$ cat config.mk
export PLATFORM = sky130hd
export DESIGN_NAME = scan_tgl_sync
export DESIGN_NICKNAME = d
export VERILOG_FILES = /design/src/rtl/scan_sync_pkg.sv /design/src/rtl/tgl_level_sync.sv /design/src/rtl/tgl_edge_detect.sv /design/src/rtl/bit_hold.sv /design/src/rtl/scan_tgl_sync.sv
export SDC_FILE = /design/constraint.sdc
export NUM_CORES = 1
export LEC_CHECK = 0
export ABC_AREA = 1
export BUFFER_PORTS_ARGS = -buffer_cell sky130_fd_sc_hd__buf_4
export CELL_PAD_IN_SITES_DETAIL_PLACEMENT = 0
export CELL_PAD_IN_SITES_GLOBAL_PLACEMENT = 2
export CORE_AREA = 4 4 41 43
export DETAILED_ROUTE_END_ITERATION = 8
export DIE_AREA = 0 0 45 47
export HOLD_SLACK_MARGIN = 0.08
export PLACE_DENSITY = 0.65
export SYNTH_ARGS = -nofsm -noshare
export SYNTH_HDL_FRONTEND = slang
export SYNTH_SLANG_ARGS = --single-unit
$ cat constraint.sdc
create_clock -name clk -period 1.1 [get_ports clk]
set_clock_uncertainty 0.05 [all_clocks]
set_input_delay 0.055 -clock clk [delete_from_list [all_inputs] [get_ports clk]]
set_output_delay 0.055 -clock clk [all_outputs]
set_load 0.1 [all_outputs]
$ cat src/rtl/scan_sync_pkg.sv
// Shared definitions for the toggle handshake scan synchronizer.
// Assumes nothing beyond a single clock domain for the on-chip side.
package scan_sync_pkg;
    localparam int unsigned SYNC_DEPTH_DEF = 2;

    // One captured tester bit and whether it still awaits a shift.
    typedef struct packed {
        logic bit_val;
        logic pending;
    } hold_t;
endpackage

$ cat src/rtl/tgl_level_sync.sv
// Multi-flop synchronizer for an asynchronous toggle level.
// Assumes STAGES >= 2 and that the input level changes rarely
// compared with the clock.
module tgl_level_sync #(
    parameter int unsigned STAGES = 2
) (
    input  logic clk,
    input  logic rst_n,
    input  logic async_lvl,
    output logic sync_lvl
);
    logic [STAGES-1:0] stage_q;

    // Shift the level through the chain of flops, clearing on reset.
    generate
        for (genvar i = 0; i < STAGES; i++) begin : g_stage
            if (i == 0) begin : g_first
                always_ff @(posedge clk) begin
                    if (!rst_n) stage_q[0] <= 1'b0;
                    else        stage_q[0] <= async_lvl;
                end
            end else begin : g_rest
                always_ff @(posedge clk) begin
                    if (!rst_n) stage_q[i] <= 1'b0;
                    else        stage_q[i] <= stage_q[i-1];
                end
            end
        end
    endgenerate

    assign sync_lvl = stage_q[STAGES-1];
endmodule

$ cat src/rtl/tgl_edge_detect.sv
// Turns a synchronized toggle level into a one-cycle pulse on any change.
// Assumes its input is already in the clk domain.
module tgl_edge_detect (
    input  logic clk,
    input  logic rst_n,
    input  logic lvl,
    output logic pulse
);
    logic prev_q;

    // Remember the level from the previous cycle.
    always_ff @(posedge clk) begin
        if (!rst_n) prev_q <= 1'b0;
        else        prev_q <= lvl;
    end

    assign pulse = lvl ^ prev_q;
endmodule

$ cat src/rtl/bit_hold.sv
// Holds one accepted tester bit until the dynamic strobe shifts it in,
// then flips the acknowledge level and latches the scan-out bit.
// Assumes the tester never offers a new bit while one is pending.
module bit_hold
    import scan_sync_pkg::*;
(
    input  logic clk,
    input  logic rst_n,
    input  logic take,
    input  logic din,
    input  logic stb,
    input  logic so_in,
    output logic bit_q,
    output logic pend_q,
    output logic shift_en,
    output logic ack_q,
    output logic so_q
);
    hold_t hold_q;
    logic  ack_r;
    logic  so_r;

    assign shift_en = stb & hold_q.pending;
    assign bit_q    = hold_q.bit_val;
    assign pend_q   = hold_q.pending;
    assign ack_q    = ack_r;
    assign so_q     = so_r;

    // Capture on a request edge; retire the bit when a shift happens.
    always_ff @(posedge clk) begin
        if (!rst_n) begin
            hold_q <= '0;
        end else if (take) begin
            hold_q.bit_val <= din;
            hold_q.pending <= 1'b1;
        end else if (shift_en) begin
            hold_q.pending <= 1'b0;
        end
    end

    // Flip acknowledge and latch the outgoing chain bit on each shift.
    always_ff @(posedge clk) begin
        if (!rst_n) begin
            ack_r <= 1'b0;
            so_r  <= 1'b0;
        end else if (shift_en) begin
            ack_r <= ~ack_r;
            so_r  <= so_in;
        end
    end

    a_r6_ack_flips_on_shift: assert property (@(posedge clk) disable iff (!rst_n)
        shift_en |=> (ack_q != $past(ack_q)));
    a_r6_ack_holds_idle: assert property (@(posedge clk) disable iff (!rst_n)
        !shift_en |=> $stable(ack_q));
    a_r7_dout_loads_on_shift: assert property (@(posedge clk) disable iff (!rst_n)
        shift_en |=> (so_q == $past(so_in)));
    a_r3_bit_holds_without_take: assert property (@(posedge clk) disable iff (!rst_n)
        !take |=> $stable(bit_q));
endmodule

$ cat src/rtl/scan_tgl_sync.sv
// Top of the toggle handshake scan synchronizer: synchronizes the tester
// request level, detects its edges, and paces bits into the scan chain
// at the rate of the on-chip dynamic shift strobe.
// Assumes tst_din is stable from before a request flip until capture.
module scan_tgl_sync
    import scan_sync_pkg::*;
#(
    parameter int unsigned SYNC_STAGES = SYNC_DEPTH_DEF
) (
    input  logic clk,
    input  logic rst_n,
    input  logic tst_req_tgl,
    input  logic tst_din,
    input  logic dyn_shift_stb,
    input  logic chain_so,
    output logic tst_ack_tgl,
    output logic tst_dout,
    output logic chain_si,
    output logic chain_shift_en
);
    logic req_sync;
    logic req_edge;
    logic pending;

    tgl_level_sync #(.STAGES(SYNC_STAGES)) u_sync (
        .clk(clk), .rst_n(rst_n), .async_lvl(tst_req_tgl), .sync_lvl(req_sync)
    );

    tgl_edge_detect u_edge (
        .clk(clk), .rst_n(rst_n), .lvl(req_sync), .pulse(req_edge)
    );

    bit_hold u_hold (
        .clk(clk), .rst_n(rst_n), .take(req_edge), .din(tst_din),
        .stb(dyn_shift_stb), .so_in(chain_so), .bit_q(chain_si),
        .pend_q(pending), .shift_en(chain_shift_en), .ack_q(tst_ack_tgl),
        .so_q(tst_dout)
    );

    a_r2_edge_leaves_pending: assert property (@(posedge clk) disable iff (!rst_n)
        req_edge |=> pending);
    a_r5_no_ack_change_without_pending: assert property (@(posedge clk) disable iff (!rst_n)
        !pending |=> $stable(tst_ack_tgl));
endmodule

==> out/metrics.cfg <==
[run_status]
status=finished clean

[timing]
period_share_pct=95.36
setup_viol=0
slew_violations=0
relSlewSlack_pct=81.40
rsz0062_at_grt=false
post-route-min-period_ns=1.049
fmax_ghz=0.9533
tns_ns=0
worst_slew_pin_slew_ns=0.2814
finalHoldViolCount=0

[power_and_ir_drop]
p_int_uw=452.5
vdd_drop_max_mv=0.6157
combinationalPowerShare_pct=19.8
power_density_mw_per_mm2=1382
pwr-share-clk_pct=37.0
switching_power_uw=180.5
swShare_pct=28.52
p_leak_uw=0.0002279
seqPwrFrac_pct=43.2

[cts]
root_buffer=clkbuf_4
cts-buffers-inserted=3
clockBufferDepth=2
cts_tree=done
clk_pin_slew_ns=0.05
cts_sinks=7
ctsHtreeMaxLevel=1
clkLatencyLatePin_ns=0.25

[setup_path]
crit_type=reg -> out
r2r_start=u_hold.pend_q
max_stage_delay_ns=0.31
slowest_stage=dfxtp_1
path_depth=3
critPathTopFamily=flip-flops
crit_fanout=3
cp.buffers_inverters=2
endpoint_kind=output pin
critPathArrivalTime_ns=0.94
ff2ff_path_depth=4
critPathRequiredTime_ns=1.00
worstPathCellList=nand2_2 -> clkinvlp_4 -> buf_12
rrSetupSlack_ns=0.21
start_kind=register
rr_endpoint=u_hold.ack_q

[synth]
synth_compound_area_share_pct=5.164
synth-seq-cells=7
synth_cell_types=10
yosys_warnings=0
yosys.area_share.xor_xnor_pct=3.286
synth-simple-area-share_pct=26.29
synthMuxAreaShare_pct=0
ys_seq_area_share_pct=52.58
synthCells=36
syn_avg_cell_area_um2=7.403
synthesis.area_um2=266.5
syn_nets=42
synth_top_family_by_area=simple AND/OR/NAND/NOR gates
synth_adder_area_share_pct=0

[worst_hold_path]
whs_endpoint=u_hold.so_q
hp-start=dyn_shift_stb
hp-class=in -> reg
min_path_cells=4

[place]
gp_congestion=0.6716
port_buffers=9
hpwl_um=414.5
placed_cells=60

[drt]
drt_iter0_markers=4
vias=272
remaining_drc_errors=0
drt-pass1-iter-count=4
drt_wl_total_um=585
wl_per_cell_um=8.357
drtAntennaViolNets=0
avgViaCountPerCell=3.886

[global_route]
track_usage_pct=6.741
grt_max_degree=7
antenna_found_initial=0
gr-total-overflow=0
first_global_vias=227
grt_pass1_wl_um=938

[die]
start_util_pct=20.48
rows=13
die-area_mm2=0.002115
die_h_um=47
core_area_mm2=0.001301
die_width_um=45
io_pins=10

[final_layout]
diodes=0
num-nets-final=62
area_delta_synth_final_pct=71.83
instances_no_fill=70
layout-drive-gt1-share_pct=36.36

[run]
drv_cap=0

-- power by group through the flow --
stage,Sequential [µW],Clock (µW),Combinational [µW]
final,273,234,125
after global routing,274,265,135
after CTS,273,243,122
after detailed placement,279,0,107
after global placement,278,0,105
after floorplan,318,0,34.2
-- how the worst max path moves through the flow --
stage / start / endpoint
final: u_hold.pend_q / chain_shift_en
after global routing: u_hold.pend_q / chain_shift_en
after CTS: u_hold.pend_q / chain_shift_en
after detailed placement: u_hold.pend_q / chain_shift_en
after global placement: u_hold.pend_q / chain_shift_en
after floorplan: u_hold.pend_q / u_hold.so_q
-- cells in the mapped netlist (all sizes together) --
master  count  share of area (%)
dfxtp       7                 53
o21ai       1                1.9
nand3       1                1.9
inv         9                 13
nand2      11                 16
xor2        1                3.3
a21oi       1                3.3
nor2        5                8.0
-- worst register-to-register path, cell delays in order (launching register included) --
cell and delay, ns:
dfxtp_1 0.33, nand2_2 0.08, buf_4 0.14, xor2_1 0.13, nor2_1 0.05
-- area by class of cell --
| class | count | area, µm² |
|---|---|---|
| clock buffers | 4 | 26.28 |
| fillers | 149 | 843.3 |
| inverters | 9 | 37.54 |
| multi-input cells | 20 | 95.09 |
| flip-flops and latches | 7 | 142.6 |
| well taps | 15 | 18.77 |
| repair buffers | 15 | 137.6 |
-- metrics by stage --
stage | utilization [%] | power, µW | setup WS, ns | hold slack [ns] | instance area, µm²
2_1_floorplan | - | 352.7 | -0.1428 | 0.09845 | 275.3
3_3_place_gp | 27.79 | 383.9 | 0.2416 | 0.1873 | 361.6
3_5_place_dp | 27.79 | 385.4 | 0.2259 | 0.1953 | 361.6
4_1_cts | 33.94 | 638.5 | 0.002081 | 0.1342 | 441.7
5_1_grt | 35.19 | 674.0 | 0.008092 | 0.1601 | 457.9
6_report | 35.19 | 633.0 | 0.05101 | 0.1558 | 457.9
-- logic make-up after synthesis --
family / Yosys count
AO/OA/AOI/OAI: 2
XOR/XNOR: 1
buffers and inverters: 9
flip-flops: 7
AND/OR/NAND/NOR: 17
-- placed cells by master (no fill, tap or decap), drive strengths merged, types with 4 or more instances in the layout --
| cell | instances |
|---|---|
| nor2 | 5 |
| dfxtp | 7 |
| buf | 10 |
| clkbuf | 4 |
| nand2 | 11 |
| dlygate4sd3 | 5 |
| inv | 8 |
-- state kept, by name, summed over array words and instances, names as in the netlist --
| name | cells |
|---|---|
| u_edge.prev_q | 1 |
| u_hold.ack_q | 1 |
| u_hold.bit_q | 1 |
| u_hold.pend_q | 1 |
| u_hold.so_q | 1 |
| u_sync.stage_q | 1 |
| u_sync.sync_lvl | 1 |
-- layer usage --
metal / vias to the layer above / GRT usage (%) / routed length (µm)
met4: 0 / 7.018 / 24
met1: 117 / 7.816 / 264
met2: 11 / 8.192 / 247
met3: 3 / 3.831 / 48
met5: - / 0 / 0
li1: 141 / - / -
-- timing repair --
action	in CTS	in global routing
buffers inserted	0	1
hold buffers	5	0
pin swaps	0	1
resized for setup	1	2
setup endpoints to repair	1	1
hold endpoints to repair	7	0
Note: power is estimated with default switching activity, not from simulation.
